## config.mk

```make
export PLATFORM = sky130hd
export DESIGN_NAME = eff_addr_gen
export DESIGN_NICKNAME = d
export VERILOG_FILES = /design/src/rtl/ea_pkg.sv /design/src/rtl/ea_step.sv /design/src/rtl/ea_calc.sv /design/src/rtl/eff_addr_gen.sv
export SDC_FILE = /design/constraint.sdc
export NUM_CORES = 1
export LEC_CHECK = 0
export BUFFER_PORTS_ARGS = -buffer_cell sky130_fd_sc_hd__buf_2
export CAP_MARGIN = 10
export CORE_ASPECT_RATIO = 2
export CORE_MARGIN = 10
export CORE_UTILIZATION = 55
export CTS_BUF_LIST = sky130_fd_sc_hd__clkbuf_8
export DETAILED_ROUTE_END_ITERATION = 12
export GPL_ROUTABILITY_DRIVEN = 0
export MAX_ROUTING_LAYER = met4
export PLACE_DENSITY = 0.94
export SYNTH_ARGS = -nofsm -noshare
export SYNTH_HDL_FRONTEND = slang
export SYNTH_HIERARCHICAL = 1
export SYNTH_SLANG_ARGS = --single-unit
```

## constraint.sdc

```tcl
create_clock -name clk -period 8 [get_ports clk]
set_input_delay 1.2 -clock clk [delete_from_list [all_inputs] [get_ports clk]]
set_output_delay 1.2 -clock clk [all_outputs]
set_load 0.02 [all_outputs]
```

## src/rtl/ea_pkg.sv

```systemverilog
package ea_pkg;
    typedef enum logic [2:0] {
        EA_ABS  = 3'd0,
        EA_REG  = 3'd1,
        EA_DISP = 3'd2,
        EA_IDX  = 3'd3,
        EA_MIND = 3'd4,
        EA_PINC = 3'd5,
        EA_PDEC = 3'd6,
        EA_RSVD = 3'd7
    } ea_mode_e;
endpackage

```

## src/rtl/ea_step.sv

```systemverilog
module ea_step #(
    parameter int AW = 32
) (
    input  logic [1:0]    size,
    output logic [AW-1:0] step
);
    always_comb begin
        case (size)
            2'd0:    step = AW'(1);
            2'd1:    step = AW'(2);
            default: step = AW'(4);
        endcase
    end
endmodule

```

## src/rtl/ea_calc.sv

```systemverilog
module ea_calc
    import ea_pkg::*;
#(
    parameter int AW   = 32,
    parameter int OFFW = 16
) (
    input  logic [2:0]      mode,
    input  logic [1:0]      size,
    input  logic [AW-1:0]   base_v,
    input  logic [AW-1:0]   idx_v,
    input  logic [OFFW-1:0] imm,
    output logic [AW-1:0]   addr,
    output logic [AW-1:0]   wb_val,
    output logic            is_auto,
    output logic            is_mind,
    output logic            is_bad
);
    localparam int EXTW = AW - OFFW;

    logic [AW-1:0] step;
    logic [AW-1:0] imm_z;
    logic [AW-1:0] imm_s;
    ea_mode_e      m;

    ea_step #(.AW(AW)) u_step (.size(size), .step(step));

    assign imm_z = {{EXTW{1'b0}}, imm};
    assign imm_s = {{EXTW{imm[OFFW-1]}}, imm};
    assign m     = ea_mode_e'(mode);

    always_comb begin
        addr    = base_v;
        wb_val  = base_v;
        is_auto = 1'b0;
        is_mind = 1'b0;
        is_bad  = 1'b0;
        case (m)
            EA_ABS:  addr = imm_z;
            EA_REG:  addr = base_v;
            EA_DISP: addr = base_v + imm_s;
            EA_IDX:  addr = base_v + idx_v;
            EA_MIND: is_mind = 1'b1;
            EA_PINC: begin
                is_auto = 1'b1;
                wb_val  = base_v + step;
            end
            EA_PDEC: begin
                is_auto = 1'b1;
                wb_val  = base_v - step;
            end
            default: is_bad = 1'b1;
        endcase
    end
endmodule

```

## src/rtl/eff_addr_gen.sv

```systemverilog
module eff_addr_gen #(
    parameter int AW   = 32,
    parameter int OFFW = 16,
    parameter int NREG = 8,
    localparam int RIDX = $clog2(NREG)
) (
    input  logic            clk,
    input  logic            rst_n,
    input  logic            req_valid,
    input  logic [2:0]      req_mode,
    input  logic [1:0]      req_size,
    input  logic [RIDX-1:0] req_base,
    input  logic [RIDX-1:0] req_index,
    input  logic [OFFW-1:0] req_imm,
    output logic            busy,
    output logic [RIDX-1:0] rf_ra_idx,
    input  logic [AW-1:0]   rf_ra_data,
    output logic [RIDX-1:0] rf_rb_idx,
    input  logic [AW-1:0]   rf_rb_data,
    output logic            mem_req,
    output logic [AW-1:0]   mem_addr,
    input  logic            mem_ack,
    input  logic [AW-1:0]   mem_rdata,
    output logic            addr_valid,
    output logic [AW-1:0]   addr_out,
    output logic            wb_en,
    output logic [RIDX-1:0] wb_idx,
    output logic [AW-1:0]   wb_data
);
    typedef struct packed {
        logic            waiting;
        logic            mreq;
        logic [AW-1:0]   maddr;
        logic            av;
        logic [AW-1:0]   aout;
        logic            wb;
        logic [RIDX-1:0] wbi;
        logic [AW-1:0]   wbd;
    } st_t;

    st_t st_d, st_q;

    logic [AW-1:0] calc_addr;
    logic [AW-1:0] calc_wb;
    logic          is_auto, is_mind, is_bad;

    assign rf_ra_idx = req_base;
    assign rf_rb_idx = req_index;

    ea_calc #(.AW(AW), .OFFW(OFFW)) u_calc (
        .mode    (req_mode),
        .size    (req_size),
        .base_v  (rf_ra_data),
        .idx_v   (rf_rb_data),
        .imm     (req_imm),
        .addr    (calc_addr),
        .wb_val  (calc_wb),
        .is_auto (is_auto),
        .is_mind (is_mind),
        .is_bad  (is_bad)
    );

    always_comb begin
        st_d    = st_q;
        st_d.av = 1'b0;
        st_d.wb = 1'b0;
        if (st_q.waiting) begin
            if (mem_ack) begin
                st_d.waiting = 1'b0;
                st_d.mreq    = 1'b0;
                st_d.av      = 1'b1;
                st_d.aout    = mem_rdata;
            end
        end else if (req_valid && !is_bad) begin
            if (is_mind) begin
                st_d.waiting = 1'b1;
                st_d.mreq    = 1'b1;
                st_d.maddr   = rf_ra_data;
            end else begin
                st_d.av   = 1'b1;
                st_d.aout = calc_addr;
                st_d.wb   = is_auto;
                st_d.wbi  = req_base;
                st_d.wbd  = calc_wb;
            end
        end
    end

    always_ff @(posedge clk) begin
        if (!rst_n) begin
            st_q <= '0;
        end else begin
            st_q <= st_d;
        end
    end

    assign busy       = st_q.waiting;
    assign mem_req    = st_q.mreq;
    assign mem_addr   = st_q.maddr;
    assign addr_valid = st_q.av;
    assign addr_out   = st_q.aout;
    assign wb_en      = st_q.wb;
    assign wb_idx     = st_q.wbi;
    assign wb_data    = st_q.wbd;
endmodule

```

## Yosys cells after proc, flatten, opt, wreduce, memory -nomap -nowiden

Cells that the tools add are included.

- Register bits: 103
- Logic and storage cells: 49
- Output and inout port bits: 109
- Bits of input ports: 127

- Eq/ne operators: 9
- Bitwise gates (word level): 4
- Muxes and demuxes: 12
- $add $sub $neg: 4
- Reductions and logical operators: 12

Operator list:

| operator | number |
|---|---|
| $mux 103 | 1 |
| $pmux 32 s3 | 1 |
| $mux 69 | 1 |
| $mux 33 | 2 |
| $add 32x32->32 | 2 |
| $pmux 32 s2 | 1 |
| $mux 34 | 1 |
| $add 32x3->32 | 1 |
| $sub 32x3->32 | 1 |
| $reduce_and 3->1 | 4 |
| $eq 3x3->1 const B | 3 |
| $reduce_or 7->1 | 1 |
| $eq 3x2->1 const B | 2 |
| $pmux 3 s2 | 1 |
| $mux 2 | 2 |
| $ne 2x2->1 const B | 2 |
| $not 1->1 | 4 |
| $reduce_bool 2->1 | 2 |
| $reduce_or 4->1 | 1 |
| $eq 3x1->1 const B | 1 |
| $logic_not 3->1 | 1 |
| $eq 2x1->1 const B | 1 |
| $logic_not 2->1 | 1 |
| $mux 1 | 2 |
| 2 further kinds | 2 |

## Longest topological paths before layout

Gate-level depths: netlist of the first run.

- Depth after elaboration: 7
- Mapped depth: 21
- Depth with buffers taken out: 20

## Cells and area by module

The synthesis of the first run kept the hierarchy.

By module, submodules not included:

| module | times used | sequential area each (um2) | area an instance (um2) | cells an instance |
|---|---|---|---|---|
| ea_calc | 1 | 0.0 | 5595.4 | 867 |
| eff_addr_gen | 1 | 2062.0 | 3922.5 | 424 |
| ea_step | 1 | 0.0 | 235.2 | 33 |

## Worst setup path before layout of the first run

No wires, ideal clock.

- Kind: in2reg
- Start: input port req_size[0]
- End: register st_q, in the netlist wb_data[31]
- Stages: 21
- Slack: 3.001 ns
- Required time: 7.878 ns
- Arrival time: 4.876 ns
- Buffers on the path: 1
- Setup time: 0.122 ns
- Cells stage by stage: nor2b_1 inv_1 ha_1 nand2b_1 or3_4 nor4_4 nand2_2 or4_4 o21ai_2 xor2_1 ha_1 clkbuf_1 and3_1 nor2b_1 nand4_1 nor4_1 a21o_1 mux2i_1 o2111ai_1 nand2_1 a21boi_0

- Longest elaborated chain between the ends: 4
- Elaborated cells on any way between the ends: 6
- Classes of those cells: add/sub: 2; eq/ne: 1; mux: 2; reduce/logical: 1

RTL lines:

| what | RTL line | RTL |
|---|---|---|
| from (decl) | eff_addr_gen.sv:11 | `input logic [1:0] req_size,` |
| $eq 2x1->1 / $logic_not 2->1 (equally long branches) | ea_step.sv:8 | `case (size)` |
| $pmux 3 s2 (*) | ea_step.sv:8 |  |
| $sub 32x3->32 / $add 32x3->32 (equally long branches) | ea_calc.sv:49, ea_calc.sv:45 |  |
| $pmux 32 s2 (*) | ea_calc.sv:37 | `case (m)` |
| net calc_wb[31] | eff_addr_gen.sv:44 | `logic [AW-1:0] calc_wb;` |
| to (signal assigned) | eff_addr_gen.sv:93 | `st_q <= st_d;` |
| to (decl) | eff_addr_gen.sv:41 | `st_t st_d, st_q;` |

The timed path passes the listed nets; every way through them passes the cells marked *.
A chain may end at the register's enable or synchronous reset.

## Worst setup path after layout of the first run

- Start: input port req_mode[2]
- End: register st_q, in the netlist addr_out[30]

- Longest elaborated chain between the ends: 5
- Elaborated cells on any way between the ends: 17
- Classes of those cells: eq/ne: 7; mux: 5; reduce/logical: 5

RTL lines:

| what | RTL line | RTL |
|---|---|---|
| from (decl) | eff_addr_gen.sv:10 | `input logic [2:0] req_mode,` |
| $eq 3x2->1 / $logic_not 3->1 (equally long branches) | ea_calc.sv:37 |  |
| $pmux 32 s3 (*) | ea_calc.sv:37 |  |
| net calc_addr[30] | eff_addr_gen.sv:43 | `logic [AW-1:0] calc_addr;` |
| $mux 69 (*) | eff_addr_gen.sv:75 | `if (is_mind) begin` |
| $mux 103 (*) | eff_addr_gen.sv:74 | `end else if (req_valid && !is_bad) begin` |
| $mux 33 (*) | eff_addr_gen.sv:67 | `if (st_q.waiting) begin` |

The timed path passes the listed nets; every way through them passes the cells marked *. The select of a mux whose other input is x is not followed.

==> results by group, run 1 <==
Run status
  – Status: complete, no violations

Die
  – Total die area: 23800 um2
  – Num ports: 236
  – Core Rows: 68
  – Horiz. Die Dim: 114 um
  – DIE HEIGHT: around 210 um
  – Starting Density: 0.562
  – Core area: 17400 um2

Critical path
  – Kind of critical path: primary input to register
  – Critical Path AT: about 5.9 ns
  – Data required time of the worst path: 8.29 ns
  – R2r endpoint: addr_out[7]$_SDFFE_PN0P_
  – Crit-path slowest cell: and3_1
  – Sequence of cells on the critical path: buf_2, inv_1, and3_1, nor2b_1, a21o_1, ha_1, nand4_1, o21a_1, o21a_1, o21ai_0, o21ai_1, a32o_1, and3_1, a221o_1
  – R2R Setup Slk: slightly below 6 ns
  – R2r startpoint: busy$_SDFF_PN0_
  – Setup crit start: req_mode[2]
  – CP peak stage delay: between 0.7 and 0.8 ns
  – Crit path launch type: primary input
  – Nature of the critical path endpoint: register
  – Critical Path Sink: addr_out[30]$_SDFFE_PN0P_
  – CP max FO: 18
  – Worst reg-to-reg path cell count: 3

Routing
  – Final wirelength: 36.4 mm
  – Drt pass-1 iters: 9
  – Via count: 11.1k
  – DRC violations left: 0
  – Wire per inst: 21.4 um
  – Antenna-violating nets left: 0
  – Iteration-0 DRC Markers: 1321
  – Vias per inst: roughly 6.5

Clock tree
  – Num Clock Sinks: 103
  – CTS-repair resized insts: 0
  – Clk root buf: clkbuf_8
  – Clk pin slew, worst setup/hold paths: 0.10 ns
  – Worst-Skew Late Latency: 0.40 ns
  – Worst-case clock buffer depth: 2
  – H-tree levels: 3
  – TritonCTS clock tree: yes
  – Setup Fix Bufs, Post-CTS: 0
  – TritonCTS Buffers: 9
  – # hold bufs at CTS: 0

Synth
  – Syn avg cell area: 7.37 um2
  – Top cells by area, synth: dfxtp_1, nand2_1, ha_1
  – Synth area leader: dfxtp_1
  – Syn Inst Count: about 1.3k
  – #FFs+latches synth: 103
  – Ys flop type: dfxtp_1
  – Synth async-reset ratio: 0
  – Synth Cell Area: around 10000 um2
  – Sequential area share after synthesis: 0.211
  – Netlist cell types: about 80
  – YS warnings: 6
  – Post-synth EDFFs: 0
  – Post-synth top area share: 0.211

Pwr
  – Net switching power: 0.661 mW
  – Pwr dens: 148 nW/um2
  – Leakage power total: ~5.2 nW
  – Internal power: 0.954 mW
  – Sw Ratio: 0.409
  – Combinational power share: 0.450
  – Max VDD drop: 0.0830 mV
  – Power Total: 1.62 mW
  – Clock Power Share: 0.203
  – Power share of the sequential group: 0.347

STA
  – Fin Clk Skew: 0.0165 ns
  – Period utilization: 0.706
  – Final setup viols: 0
  – Slew @ Worst Pin: 1.18 ns
  – Fmax achieved: 177 MHz
  – Unrepaired setup endpoints after global routing: no
  – Final hold vios: 0
  – Final WS setup: 2.35 ns
  – Setup TNS: 0 ns
  – Max-slew violations: 0
  – Slew headroom: 0.209
  – Crit path time final: roughly 5.6 ns
  – Worst hold slack: around 0.47 ns

Layout
  – Commonest non-fill, non-tap cells in the layout: buf_2, nand2_1, dfxtp_1, a21oi_1, o21ai_0
  – Fin cells: about 1.7k
  – Area used by multi-input combinational logic: 7050 um2
  – Filler cells: 1508
  – Most common cell after layout, fill and taps aside: buf_2
  – FF/Latch Area: 2060 um2
  – Nets: between 1.5k and 2k
  – Synthesis-to-finish area growth: 11.8%
  – Share of cells above drive strength 1: 0.194

Global route
  – Initial antenna violation count: 2
  – Largest net degree at the start of global routing: ~110
  – Grt ovf: 0
  – Vias in the first global route: 11.0k
  – GR Util All Layers: 0.300
  – Global-route wire length before repair: 56.7 mm

Place
  – Placed cells: about 1.7k
  – Port bufs: 229
  – Placement Setup Slack: between 2 and 2.5 ns
  – DP HPWL: ~28 mm

Worst hold path
  – Worst min path class: register to register

Job
  – Max Cap Viol: 0
==> critical path: cells and delay by family <==
family	cells	cell delay (ns)
buffers and inverters	2	0.56
AOI/OAI and AO/OA	7	2.05
adders and majority gates	1	0.45
and+or+nand+nor	4	1.66
==> synthesized netlist by cell type, types with 9 or more instances <==
| master | count |
|---|---|
| buf_4 | 37 |
| mux2_2 | 15 |
| o21a_1 | 9 |
| ha_1 | 63 |
| a221o_1 | 33 |
| or3_1 | 11 |
| xnor2_1 | 30 |
| dfxtp_1 | 103 |
| a31oi_1 | 10 |
| inv_1 | 36 |
| o22ai_1 | 14 |
| xor2_1 | 41 |
| nand3_1 | 11 |
| clkbuf_1 | 70 |
| nor2b_1 | 9 |
| a21oi_1 | 103 |
| a21o_1 | 46 |
| and3_1 | 46 |
| o21ai_0 | 75 |
| a21boi_0 | 71 |
| nor2_1 | 65 |
| nand4_1 | 16 |
| nor3_1 | 20 |
| nand2_1 | 228 |
| nand2b_1 | 10 |
| o211ai_1 | 14 |
==> cells by family (layout without fill, tap and decap cells) <==
group / after synthesis / after routing / synth area share
mux: 19 / 19 / 0.0214
flops: 103 / 103 / 0.211
buf+inv: 156 / 288 / 0.0786
compound gates: 452 / 452 / 0.316
fa+ha+maj: 65 / 65 / 0.0849
xor+xnor: 71 / 71 / 0.0638
other cells: 1 / 32 / 0.000384
simple gates: 457 / 457 / 0.224
==> registers in the layout (all words and copies together), names as in the netlist <==
register and cells:
wb_data 32, busy 1, addr_valid 1, wb_en 1, addr_out 32, mem_req 1, wb_idx 3, mem_addr 32
==> through the flow <==
| step | area (um2) | util |
|---|---|---|
| 5_1_grt | 10900 | 0.628 |
| 6_report | 10900 | 0.628 |
| 2_1_floorplan | 9860 | - |
| 4_1_cts | 10900 | 0.628 |
| 3_5_place_dp | 10700 | 0.617 |
| 3_3_place_gp | 10700 | 0.617 |
==> per-layer routing <==
layer	GRT usage	wire, um	up-vias
met4	0.204	2630	0
met5	-	0	-
met2	0.498	18100	748
met3	0.0608	3400	211
li1	-	-	5056
met1	0.307	12300	5067
==> power groups by stage <==
stage | Sequential [mW] | Clock, mW | Combinational (mW)
floorplan | 0.610 | 0 | 0.471
finish | 0.561 | 0.328 | 0.726
global route | 0.565 | 0.353 | 0.787
CTS | 0.561 | 0.333 | 0.700
global placement | 0.571 | 0 | 0.677
detailed placement | 0.572 | 0 | 0.696
==> final cells by class <==
cell class | instances | share of cell area
clock inverters | 6 | 0.00516
repair buffers | 237 | 0.111
inverters | 36 | 0.0124
clock buffers | 9 | 0.0114
flip-flops and latches | 103 | 0.189
multi-input cells | 1093 | 0.647
diodes | 3 | 0.000688
well taps | 210 | 0.0241
==> worst min-delay path by stage <==
stage | startpoint | to | slack (ns) | depth (start not counted)
6_report | mem_addr[5]$_SDFFE_PN0P_ | mem_addr[5]$_SDFFE_PN0P_ | 0.47 | 2
5_1_grt | wb_data[14]$_SDFFE_PN0P_ | wb_data[14]$_SDFFE_PN0P_ | 0.49 | 2
4_1_cts | mem_addr[5]$_SDFFE_PN0P_ | mem_addr[5]$_SDFFE_PN0P_ | 0.47 | 2
3_5_place_dp | mem_addr[5]$_SDFFE_PN0P_ | mem_addr[5]$_SDFFE_PN0P_ | 0.46 | 2
3_3_place_gp | mem_addr[5]$_SDFFE_PN0P_ | mem_addr[5]$_SDFFE_PN0P_ | 0.45 | 2
2_1_floorplan | wb_data[0]$_SDFFE_PN0P_ | wb_data[0]$_SDFFE_PN0P_ | 0.54 | 2
No activity file was read; power rests on OpenSTA's default activity.
==> run 2, diff against run 1 <==
--- a/config.mk
+++ b/config.mk
@@ -9,12 +9,12 @@
 export CAP_MARGIN = 10
 export CORE_ASPECT_RATIO = 2
 export CORE_MARGIN = 10
-export CORE_UTILIZATION = 55
+export CORE_UTILIZATION = 51
 export CTS_BUF_LIST = sky130_fd_sc_hd__clkbuf_8
 export DETAILED_ROUTE_END_ITERATION = 12
 export GPL_ROUTABILITY_DRIVEN = 0
 export MAX_ROUTING_LAYER = met4
-export PLACE_DENSITY = 0.94
+export PLACE_DENSITY = 0.92
 export SYNTH_ARGS = -nofsm -noshare
 export SYNTH_HDL_FRONTEND = slang
 export SYNTH_HIERARCHICAL = 1
==> constraint.sdc (replaced) <==
create_clock -name clk -period 4.8 [get_ports clk]
set_input_delay 0.72 -clock clk [delete_from_list [all_inputs] [get_ports clk]]
set_output_delay 0.72 -clock clk [all_outputs]
set_load 0.02 [all_outputs]
==> run 2 against run 1 <==
- utilization decreased by 3.9 points
- global-route usage decreased by 2.5 points
- final area increased by 1.7%
- clock power increased by 69%
- non-clock buffer count increased by 17
- sequential power increased by 67%
- combinational power increased by 68%
- critical endpoint is now wb_data[31]$_SDFFE_PN0P_
- largest cell class unchanged
==> results by group, run 2 (same netlist as run 1, synthesis figures left out) <==
Critical path
  – Data required time of the worst path: 5.12 ns (was 8.29 ns)
  – CP max FO: 4 (was 18)
  – R2R Setup Slk: 2.59 ns (was 5.79 ns)
  – Kind of critical path: primary input to register (unchanged)
  – Nature of the critical path endpoint: register (unchanged)
  – Crit path launch type: primary input (unchanged)
  – R2r endpoint: addr_out[22]$_SDFFE_PN0P_ (was addr_out[7]$_SDFFE_PN0P_)
  – R2r startpoint: busy$_SDFF_PN0_ (unchanged)
  – Critical Path AT: 4.71 ns (was 5.93 ns)
  – Worst reg-to-reg path cell count: 3 (unchanged)

Clock tree
  – # hold bufs at CTS: 0 (unchanged)
  – TritonCTS clock tree: yes (unchanged)
  – TritonCTS Buffers: 9 (unchanged)
  – Worst-Skew Late Latency: 0.42 ns (was 0.40 ns)
  – Clk root buf: clkbuf_8 (unchanged)
  – Clk pin slew, worst setup/hold paths: 0.11 ns (was 0.10 ns)
  – H-tree levels: 3 (unchanged)
  – Setup Fix Bufs, Post-CTS: 0 (unchanged)
  – Num Clock Sinks: 103 (unchanged)
  – Worst-case clock buffer depth: 2 (unchanged)
  – CTS-repair resized insts: 0 (unchanged)

Layout
  – Most common cell after layout, fill and taps aside: buf_2 (unchanged)
  – Fin cells: 1757 (was 1697)
  – Nets: 1689 (was 1672)
  – Share of cells above drive strength 1: 0.206 (was 0.194)
  – Post-route cell area: 11100 um2 (was 10900 um2)
  – Diode count: 0 (was 3)
  – Commonest non-fill, non-tap cells in the layout: buf_2, nand2_1, dfxtp_1, a21oi_1, o21ai_0 (unchanged)
  – Synthesis-to-finish area growth: 13.7% (was 11.8%)
  – Final core occ: 0.589 (was 0.628)

STA
  – Final WS setup: 0.415 ns (was 2.35 ns)
  – Max-slew violations: 0 (unchanged)
  – Fin Clk Skew: 0.0116 ns (was 0.0165 ns)
  – Slew headroom: 0.144 (was 0.209)
  – Slew @ Worst Pin: 1.28 ns (was 1.18 ns)
  – Period utilization: 0.913
  – Unrepaired setup endpoints after global routing: no (unchanged)
  – Final hold vios: 0 (unchanged)
  – Crit path time final: 4.38 ns
  – Worst hold slack: 0.469 ns (was 0.467 ns)
  – Fmax achieved: 228 MHz
  – Final setup viols: 0 (unchanged)
  – Setup TNS: 0 ns (unchanged)

Global route
  – Initial antenna violation count: 0 (was 2)
  – Grt ovf: 0 (unchanged)
  – Largest net degree at the start of global routing: 60 (was 106)
  – Vias in the first global route: 11.0k (about the same)
  – Global-route wire length before repair: 55.4 mm (was 56.7 mm)
  – GR Util All Layers: 0.274 (was 0.300)

Routing
  – DRC violations left: 0 (unchanged)
  – Via count: 11.0k (was 11.1k)
  – Iteration-0 DRC Markers: 1021 (was 1321)
  – Drt pass-1 iters: 8 (was 9)
  – Vias per inst: 6.29 (was 6.53)
  – Final wirelength: 36.0 mm (was 36.4 mm)
  – Antenna-violating nets left: 0 (unchanged)
  – Wire per inst: 20.5 um (was 21.4 um)

Place
  – Placement Setup Slack: 0.0756 ns (was 2.21 ns)
  – Cell area after placement: 10900 um2 (was 10700 um2)
  – Port bufs: 229 (unchanged)
  – Placed cells: 1741 (was 1679)
  – DP HPWL: 27.7 mm (was 27.5 mm)

Die
  – Core area: 18800 um2 (was 17400 um2)
  – Total die area: 25400 um2 (was 23800 um2)
  – Horiz. Die Dim: 118 um (was 114 um)
  – DIE HEIGHT: 216 um (was 208 um)
  – Starting Density: 0.518 (was 0.562)
  – Core Rows: 71 (was 68)
  – Num ports: 236 (unchanged)

Run status
  – Status: complete, no violations (unchanged)

Pwr
  – Combinational power share: 0.451 (was 0.450)
  – Power share of the sequential group: 0.345 (was 0.347)
  – Clock Power Share: 0.204 (was 0.203)
  – Leakage power total: 5.26 nW (was 5.18 nW)
  – Net switching power: 1.14 mW (was 0.661 mW)
  – Pwr dens: 244 nW/um2 (was 148 nW/um2)
  – Sw Ratio: 0.420 (was 0.409)
  – Power Total: 2.71 mW (was 1.62 mW)
  – Internal power: 1.57 mW (was 0.954 mW)
  – Max VDD drop: 0.224 mV (was 0.0830 mV)

Worst hold path
  – Hold_sp: mem_addr[2]$_SDFFE_PN0P_ (was mem_addr[5]$_SDFFE_PN0P_)
  – Hold path depth: 2 (unchanged)
  – Worst min path class: register to register (unchanged)
  – Hold worst-path end: mem_addr[2]$_SDFFE_PN0P_ (was mem_addr[5]$_SDFFE_PN0P_)

Job
  – Max Cap Viol: 0 (unchanged)
run 2: per-layer routing:
| layer | part of all wire | up-vias | track usage |
|---|---|---|---|
| met2 | 0.49 | 679 | 0.476 |
| met1 | 0.35 | 5045 | 0.259 |
| met5 | 0 | - | - |
| met3 | 0.077 | 238 | 0.0515 |
| met4 | 0.084 | 0 | 0.221 |
| li1 | - | 5085 | - |
run 2: power by group through the flow:
stage / Sequential [mW] / Combinational [mW] / Clock [mW]
after floorplan: 1.02 / 0.785 / 0
after global placement: 0.952 / 1.14 / 0
after detailed placement: 0.954 / 1.18 / 0
after CTS: 0.935 / 1.18 / 0.565
after global routing: 0.941 / 1.31 / 0.582
final: 0.935 / 1.22 / 0.553
run 2: worst max-delay path by stage:
| stage | from | slack (ns) | cells after the start | endpoint |
|---|---|---|---|---|
| floorplan | req_size[0] | 0.28 | 21 | wb_data[31]$_SDFFE_PN0P_ |
| global placement | req_size[0] | 0.17 | 21 | wb_data[31]$_SDFFE_PN0P_ |
| detailed placement | req_size[0] | 0.08 | 21 | wb_data[31]$_SDFFE_PN0P_ |
| CTS | req_size[0] | 0.52 | 21 | wb_data[31]$_SDFFE_PN0P_ |
| global route | req_size[0] | 0.12 | 21 | wb_data[31]$_SDFFE_PN0P_ |
| finish | req_size[0] | 0.42 | 21 | wb_data[31]$_SDFFE_PN0P_ |
run 2: worst max-delay path, stage by stage:
cell       delay, ns
buf_2           0.10
nor2b_1         0.14
inv_1           0.07
ha_1            0.18
nand2b_1        0.10
or3_4           0.40
nor4_4          0.29
nand2_2         0.07
or4_4           0.49
o21ai_2         0.16
xor2_1          0.17
ha_1            0.17
and3_1          0.18
nor2b_1         0.29
nand4_1         0.16
nor4_1          0.32
a21o_1          0.22
mux2i_1         0.20
o2111ai_1       0.13
nand2_1         0.09
a21boi_0        0.08
run 2: final cells by class:
| type | instances | area, um2 |
|---|---|---|
| Multi-Input combinational cell | 1093 | 7050 |
| Inverter | 36 | 135 |
| Sequential cell | 103 | 2060 |
| Timing Repair Buffer | 254 | 1350 |
| Clock inverter | 7 | 55.1 |
| Clock buffer | 9 | 124 |
| Tap cell | 255 | 319 |
| Fill cell | 1737 | 7740 |
